## config.mk

```make
export PLATFORM = sky130hd
export DESIGN_NAME = priv_map_buf
export DESIGN_NICKNAME = d
export VERILOG_FILES = /design/src/rtl/pmb_pkg.sv /design/src/rtl/pmb_tag_cmp.sv /design/src/rtl/pmb_hit_sel.sv /design/src/rtl/pmb_form.sv /design/src/rtl/priv_map_buf.sv
export SDC_FILE = /design/constraint.sdc
export NUM_CORES = 1
export LEC_CHECK = 0
export BUFFER_PORTS_ARGS = -buffer_cell sky130_fd_sc_hd__buf_2
export CORE_ASPECT_RATIO = 1.75
export CORE_UTILIZATION = 55
export DETAILED_ROUTE_END_ITERATION = 16
export PLACE_DENSITY = 0.74
export SLEW_MARGIN = 40
export SYNTH_ARGS = -nofsm -noshare
export SYNTH_HDL_FRONTEND = slang
export SYNTH_SLANG_ARGS = --single-unit
```

## constraint.sdc

```tcl
create_clock -name clk -period 4.1 [get_ports clk]
set_input_delay 0.41 -clock clk [delete_from_list [all_inputs] [get_ports clk]]
set_output_delay 0.41 -clock clk [all_outputs]
set_load 0.05 [all_outputs]
```

## src/rtl/pmb_pkg.sv

```systemverilog
package pmb_pkg;

    localparam int VA_W  = 32;
    localparam int TAG_W = 8;

    typedef struct packed {
        logic             vld;
        logic [TAG_W-1:0] vtag;
        logic [TAG_W-1:0] ptag;
        logic [1:0]       sz;
        logic             cach;
        logic             ubuf;
        logic             wthru;
    } pmb_ent_t;

    localparam int ENT_W = $bits(pmb_ent_t);

    typedef struct packed {
        logic            vld;
        logic [VA_W-1:0] paddr;
        logic            hit;
        logic            miss;
        logic            multi;
        logic            bypass;
        logic            other;
        logic            cach;
        logic            ubuf;
        logic            wthru;
    } lk_res_t;

    // Tag bits kept from the entry (at or above the page boundary)
    function automatic logic [TAG_W-1:0] size_mask(logic [1:0] sz);
        case (sz)
            2'b00:   return 8'hFF;  // 16 MB
            2'b01:   return 8'hFC;  // 64 MB
            2'b10:   return 8'hF8;  // 128 MB
            default: return 8'hE0;  // 512 MB
        endcase
    endfunction

endpackage

```

## src/rtl/pmb_tag_cmp.sv

```systemverilog
module pmb_tag_cmp
    import pmb_pkg::*;
(
    input  pmb_ent_t         ent,
    input  logic [TAG_W-1:0] va_tag,
    output logic             match
);
    logic [TAG_W-1:0] keep;
    logic             region_ok;

    always_comb begin
        keep      = size_mask(ent.sz);
        region_ok = (ent.vtag[TAG_W-1:TAG_W-2] == 2'b10);
        match     = ent.vld && region_ok && (((ent.vtag ^ va_tag) & keep) == '0);
    end
endmodule

```

## src/rtl/pmb_hit_sel.sv

```systemverilog
module pmb_hit_sel #(
    parameter int NUM_ENT = 16,
    localparam int IDX_W  = (NUM_ENT > 1) ? $clog2(NUM_ENT) : 1
) (
    input  logic [NUM_ENT-1:0] match,
    output logic               hit,
    output logic               multi,
    output logic [IDX_W-1:0]   sel_idx
);
    always_comb begin
        hit     = 1'b0;
        multi   = 1'b0;
        sel_idx = '0;
        for (int i = 0; i < NUM_ENT; i++) begin
            if (match[i]) begin
                if (hit) begin
                    multi = 1'b1;
                end else begin
                    hit     = 1'b1;
                    sel_idx = IDX_W'(i);
                end
            end
        end
    end
endmodule

```

## src/rtl/pmb_form.sv

```systemverilog
module pmb_form
    import pmb_pkg::*;
(
    input  logic             ext_mode,
    input  logic [VA_W-1:0]  vaddr,
    input  logic             hit,
    input  logic             multi,
    input  logic [TAG_W-1:0] ptag,
    input  logic [1:0]       sz,
    input  logic             cach,
    input  logic             ubuf,
    input  logic             wthru,
    output lk_res_t          res
);
    logic [TAG_W-1:0] keep;
    logic [TAG_W-1:0] top_byte;

    always_comb begin
        keep     = size_mask(sz);
        top_byte = (ptag & keep) | (vaddr[VA_W-1:VA_W-TAG_W] & ~keep);
        res      = '0;
        if (!ext_mode) begin
            res.bypass = 1'b1;
            res.paddr  = {3'b000, vaddr[VA_W-4:0]};
        end else if (vaddr[VA_W-1:VA_W-2] != 2'b10) begin
            res.other = 1'b1;
            res.paddr = vaddr;
        end else if (hit) begin
            res.hit   = 1'b1;
            res.multi = multi;
            res.paddr = {top_byte, vaddr[VA_W-TAG_W-1:0]};
            res.cach  = cach;
            res.ubuf  = ubuf;
            res.wthru = wthru;
        end else begin
            res.miss = 1'b1;
        end
    end
endmodule

```

## src/rtl/priv_map_buf.sv

```systemverilog
module priv_map_buf
    import pmb_pkg::*;
#(
    parameter int NUM_ENT = 16,
    parameter bit REG_OUT = 1'b1,
    localparam int IDX_W  = (NUM_ENT > 1) ? $clog2(NUM_ENT) : 1
) (
    input  logic             clk,
    input  logic             rst_n,
    input  logic             mode_wr_en,
    input  logic             mode_wr_val,
    output logic             ext_mode,
    input  logic             ent_wr_en,
    input  logic [IDX_W-1:0] ent_wr_idx,
    input  logic [ENT_W-1:0] ent_wr_word,
    input  logic [IDX_W-1:0] ent_rd_idx,
    output logic [ENT_W-1:0] ent_rd_word,
    input  logic             lk_req,
    input  logic [VA_W-1:0]  lk_vaddr,
    output logic             lk_vld,
    output logic [VA_W-1:0]  lk_paddr,
    output logic             lk_hit,
    output logic             lk_miss,
    output logic             lk_multi,
    output logic             lk_bypass,
    output logic             lk_other,
    output logic             lk_c,
    output logic             lk_ub,
    output logic             lk_wt
);
    typedef struct packed {
        logic                      ext_mode;
        pmb_ent_t [NUM_ENT-1:0]    ents;
        lk_res_t                   res;
    } st_t;

    st_t st_d, st_q;

    logic [NUM_ENT-1:0] match;
    logic               any_hit;
    logic               multi_hit;
    logic [IDX_W-1:0]   sel_idx;
    lk_res_t            res_c;
    lk_res_t            res_o;

    // Per-entry comparators
    for (genvar g = 0; g < NUM_ENT; g++) begin : g_cmp
        pmb_tag_cmp u_cmp (
            .ent    (st_q.ents[g]),
            .va_tag (lk_vaddr[VA_W-1:VA_W-TAG_W]),
            .match  (match[g])
        );
    end

    pmb_hit_sel #(.NUM_ENT(NUM_ENT)) u_sel (
        .match   (match),
        .hit     (any_hit),
        .multi   (multi_hit),
        .sel_idx (sel_idx)
    );

    pmb_form u_form (
        .ext_mode (st_q.ext_mode),
        .vaddr    (lk_vaddr),
        .hit      (any_hit),
        .multi    (multi_hit),
        .ptag     (st_q.ents[sel_idx].ptag),
        .sz       (st_q.ents[sel_idx].sz),
        .cach     (st_q.ents[sel_idx].cach),
        .ubuf     (st_q.ents[sel_idx].ubuf),
        .wthru    (st_q.ents[sel_idx].wthru),
        .res      (res_c)
    );

    // Next-state computation
    always_comb begin
        st_d = st_q;
        if (mode_wr_en) begin
            st_d.ext_mode = mode_wr_val;
        end
        if (ent_wr_en) begin
            st_d.ents[ent_wr_idx] = pmb_ent_t'(ent_wr_word);
        end
        st_d.res     = res_c;
        st_d.res.vld = lk_req;
    end

    always_ff @(posedge clk or negedge rst_n) begin
        if (!rst_n) begin
            st_q <= '0;
        end else begin
            st_q <= st_d;
        end
    end

    // Result timing variant
    if (REG_OUT) begin : g_reg
        assign res_o = st_q.res;
    end else begin : g_comb
        always_comb begin
            res_o     = res_c;
            res_o.vld = lk_req;
        end
    end

    assign ext_mode    = st_q.ext_mode;
    assign ent_rd_word = st_q.ents[ent_rd_idx];
    assign lk_vld      = res_o.vld;
    assign lk_paddr    = res_o.paddr;
    assign lk_hit      = res_o.hit;
    assign lk_miss     = res_o.miss;
    assign lk_multi    = res_o.multi;
    assign lk_bypass   = res_o.bypass;
    assign lk_other    = res_o.other;
    assign lk_c        = res_o.cach;
    assign lk_ub       = res_o.ubuf;
    assign lk_wt       = res_o.wthru;
endmodule

```

Word level (Yosys, flattened, before mapping)

Index checks and enable logic that the tools add are counted.

Order comparisons: 4
Equal/unequal tests: 51
Multiplexer cells: 112
Bitwise logic cells: 36
Reductions and logical operators: 66

Operators with widths:

| kind                 | number |
|---|---|
| $bwmux W352          | 1 |
| $pmux W5 S3          | 17 |
| $bmux W22 S4         | 2 |
| $and A8 B8 Y8        | 18 |
| $logic_not A8 Y1     | 16 |
| $xor A8 B8 Y8        | 16 |
| $mux W4              | 30 |
| $demux W22 S4        | 1 |
| $eq A2 B2 Y1 const B | 33 |
| $mux W32             | 2 |
| $mux W1              | 51 |
| $mux W22             | 2 |
| $eq A2 B1 Y1 const B | 17 |
| $logic_not A2 Y1     | 17 |
| $logic_and A1 B1 Y1  | 33 |
| $mux W33             | 1 |
| $lt A4 B5 Y1 const B | 3 |
| $mux W13             | 1 |
| $mux W3              | 4 |
| $not A8 Y8           | 1 |
| $or A8 B8 Y8         | 1 |
| $ge A4 B1 Y1 const B | 1 |
| $ne A2 B2 Y1 const B | 1 |

Register bits after elaboration: 394
Output and inout port bits: 64
Logic and storage cells: 392

Logic depth before layout (Yosys ltp)

Word-level depth: 46
Gate-level depth with buffers: 17

Cells and area by module

Synthesis repeated with hierarchy kept, for this count alone.

Cells, all modules: 1479
Area, all modules: 20815.0 um^2

Modules (own cells, without submodules):

| module       | instances | cells an instance | area each (um^2) |
|---|---|---|---|
| priv_map_buf | 1         | 1160              | 18624.1 |
| pmb_tag_cmp  | 16        | 12                | 88.8 |
| pmb_form     | 1         | 70                | 432.9 |
| pmb_hit_sel  | 1         | 57                | 336.6 |

Worst setup path after synthesis

Ideal clock, no wire load.

Path type: input to register
Start point: input port lk_vaddr[29]
End point: register st_q (netlist bit lk_paddr[28])
Library setup time: 0.121 ns
Arrival: 3.535 ns
Path slack: 0.444 ns
Stages on the path: 15
Cell sequence: buf_2 > buf_6 > xor2_1 > or4_1 > nor4_2 > nand2b_1 > o211a_1 > o221a_2 > or2_1 > buf_6 > buf_6 > mux4_2 > a22oi_1 > o221ai_1 > a22o_1

RTL lines:

| element              | RTL line           | source |
|---|---|---|
| start, declared      | priv_map_buf.sv:19 | `input logic [VA_W-1:0] lk_vaddr,` |
| end signal, assigned | priv_map_buf.sv:92 | `st_q <= st_d;` |
| end, declared        | priv_map_buf.sv:37 | `st_t st_d, st_q;` |

==> summary.txt <==
Pwr
  – Sequential power share: 44.3%
  – Design Power: 12.4 mW
  – PwrDens: 516 nW/um^2
  – NetSw: 3.87 mW
  – Cell internal pwr: 8.56 mW
  – Sw Share: 31.1%
  – P_leak: 10.1 nW
  – Clock power share: 29.4%
  – Comb power frac: 26.3%
  – Worst VDD drop: 382 uV

Placement
  – Dpl ws: -0.114 ns
  – Post-Place Cells: 2,113
  – DPL Wire Length: 41,300 um
  – Dpl cell area: 22,700 sq um
  – Gpl congestion: 0.949
  – Port bufs: 131

Layout
  – Area Growth Syn to Fin: 14.7%
  – Most flops, register: st_q
  – Max reg flops: 352
  – Layout Nets: 1,744
  – Filler cells: 2,783
  – Non-filler instance count after layout: 2,184
  – Fraction of layout cells with a size suffix above 1: 47.4%
  – Post-route cell area: 24,100 sq um

Yosys
  – Yosys warns: 0
  – Post-synth ARST share: 100%
  – Syn avg cell area: 13.6 sq um
  – Synth Instances: 1,539
  – EDFF count, synth: 0
  – Post-synthesis cell area: 21,000 sq um
  – Post-synth top area share: 47.0%
  – Number of distinct library cells after synthesis: 73
  – Synth area leaders: dfrtp_1, mux2_2, mux4_2
  – Synth cell count leaders: dfrtp_1, mux2_2, mux4_2, nand2_1
  – Most frequent cell after synthesis: dfrtp_1
  – Synth Net Count: 1,607
  – Post-synthesis sequential area ratio: 47.0%
  – Number of synthesized register bits: 394
  – Area leader, netlist: dfrtp_1
  – Top_reg_cell synth: dfrtp_1

STA
  – Highest Clock Rate: 0.257 GHz
  – Setup violators final: 0
  – RSZ-0062 raised after global routing: no
  – Final Hold Violating Endpoints: 0
  – Post-route setup slack: 0.216 ns
  – Number of max-slew violations in the final report: 0
  – Crit share post-route: 94.7%
  – Clock Skews: 0.0138 ns
  – Max_slew headroom: 47.4%
  – Setup TNS: 0 ns
  – Min Tclk post-route: 3.88 ns
  – Least-Margin Pin Slew: 0.789 ns

GRT
  – Global route overflow: 0
  – Largest net degree at the start of global routing: 97
  – Gr usage total: 32.4%
  – First-pass GRT wire length: 92,900 um
  – Vias in the first global route: 15,100
  – Initial antenna violation count: 3

Floorplanning
  – Die area: 38,900 sq um
  – Initial Util: 55.7%
  – Die X: 150 um
  – # rows: 94
  – Die Height: 260 um
  – Core area: 37,600 sq um
  – Ports: 132

CTS
  – Clock slew at reported path FFs: 0.07 ns
  – Skew-Pair Late Insertion Delay: 0.54 ns
  – Root Driver: clkbuf_16
  – Number of H-tree levels: 2
  – CTS tree: done
  – Max Buffers Root-to-Sink: 3
  – TritonCTS Buffers: 38
  – CTS resizes: 0
  – # clock sinks: 394

Run status
  – Status: finished, final reports clean

Critical path
  – Worst EP required: 4.52 ns
  – RR Endpoint: lk_paddr[25]
  – Worst-case reg-to-reg path depth: 13
  – Critical Path, Cell by Cell: xor2_1 > or4_1 > or4_4 > o211ai_2 > a21oi_4 > a31o_2 > buf_12 > and2_0 > a2111oi_0 > a211oi_2 > nor2_1 > o221ai_1 > a32o_1
  – CP peak stage delay: 0.62 ns
  – CP Max Fanout: 9
  – CP Capture Type: flip-flop
  – CP arrival: 4.31 ns
  – Crit path launch type: flip-flop
  – Worst R2R Start: st_q[147]
  – Reg2reg setup slack: 0.22 ns
  – Crit path max-delay cell type: or4_4
  – Critical path class: flip-flop to flip-flop

Worst hold path
  – Hold endpoint: lk_paddr[3]
  – Worst Hold Class: input pin to flip-flop
  – Hold Path Depth: 2
  – HP Start: lk_vaddr[3]

Detailed routing
  – DRT antenna net count: 0
  – Total number of vias: 14,200
  – Routed WL per cell: 27.8 um
  – WL final: 60,600 um
  – Initial DRC count: 1,038
  – TritonRoute pass-1 iters: 7
  – Via density: 6.52
  – DRC Markers: 0

Run
  – Max Cap Violations: 0
-- critical path, delay by kind of cell, from the launching register on --
| family | cells | cell delay, ns |
|---|---|---|
| AO/OA/AOI/OAI | 7 | 1.60 |
| XOR/XNOR | 1 | 0.15 |
| buffers and inverters | 1 | 0.18 |
| flip-flops | 1 | 0.42 |
| AND/OR/NAND/NOR | 4 | 1.42 |
-- worst max-delay path by stage --
stage | start | endpoint | slack (ns) | depth (start not counted)
finish | st_q[147] | lk_paddr[25] | 0.22 | 13
global route | st_q[345] | lk_paddr[25] | 0.12 | 12
CTS | st_q[147] | lk_paddr[25] | 0.25 | 12
detailed placement | lk_vaddr[30] | lk_paddr[25] | -0.11 | 14
global placement | lk_vaddr[30] | lk_paddr[24] | -0.08 | 14
floorplan | lk_vaddr[29] | lk_paddr[28] | 0.44 | 15
-- power groups by stage --
| stage | clock (mW) | combinational [mW] | sequential [mW] |
|---|---|---|---|
| after global routing | 3.84 | 3.46 | 5.61 |
| after CTS | 3.70 | 3.27 | 5.48 |
| after detailed placement | 0 | 3.25 | 5.55 |
| final | 3.65 | 3.27 | 5.51 |
| after global placement | 0 | 3.17 | 5.50 |
| after floorplan | 0 | 2.33 | 5.35 |
-- cells in the final DEF, fill, tap and decap left out, types with 5 or more instances in the layout --
cell / count
nor2b_1: 26
o221ai_1: 6
dfrtp_1: 394
mux2_2: 364
mux2i_1: 37
o21ai_0: 15
and3_1: 10
and2_1: 21
nor2_1: 21
inv_1: 5
nand3_1: 10
buf_2: 126
buf_12: 18
clkinv_2: 5
mux4_2: 122
a211o_1: 6
clkbuf_8: 11
a22oi_1: 15
nor2_2: 6
xnor2_1: 71
or4_1: 8
a211oi_1: 34
buf_4: 71
nand2_1: 85
clkbuf_16: 39
a21oi_1: 14
nand2b_1: 6
a31oi_1: 8
o211ai_1: 5
a32o_1: 5
xor2_1: 25
-- stage by stage --
stage / util [%] / hold WS (ns)
6_report: 63.9 / 0.0867
5_1_grt: 63.9 / 0.0820
4_1_cts: 63.8 / 0.0681
3_5_place_dp: 60.4 / 0.506
3_3_place_gp: 60.1 / 0.498
2_1_floorplan: - / 0.114
-- cell type report --
cell class                      instances  area (sq um)  area share [%]
Antenna cell                            3          7.51          0.0312
Timing Repair Buffer                  225          1700            7.06
Multi-Input combinational cell       1012         10600            44.0
Sequential cell                       394          9860            41.0
Clock buffer                           53          1140            4.73
Tap cell                              480           601            2.50
Inverter                                5          18.8          0.0780
Clock inverter                         12           149           0.619
-- per-layer routing --
| layer | track usage [%] | routed length, um | part of all wire (%) | vias to the layer above |
|---|---|---|---|---|
| met1 | 39.3 | 22300 | 37 | 7406 |
| met3 | 4.35 | 3620 | 6.0 | 203 |
| met5 | 0 | 12 | 0.020 | - |
| met4 | 17.7 | 3480 | 5.7 | 2 |
| met2 | 55.4 | 31200 | 52 | 595 |
| li1 | - | - | - | 6025 |
-- logic make-up (layout without fill, tap and decap cells) --
group | Yosys count | after routing | share of synthesized area, %
mux | 523 | 523 | 34.4
fa+ha+maj | 1 | 1 | 0.0477
compound gates | 150 | 150 | 5.40
other cells | 0 | 3 | 0
xor+xnor | 96 | 96 | 4.01
buf+inv | 133 | 295 | 2.84
flops | 394 | 394 | 47.0
simple gates | 242 | 242 | 6.28
-- timing repair --
item,4_1_cts,5_1_grt
endpoints found under the hold margin,92,0
buffers inserted,0,0
hold buffers,2,0
setup endpoints to repair,0,0
(Power assumes the default switching activity.)
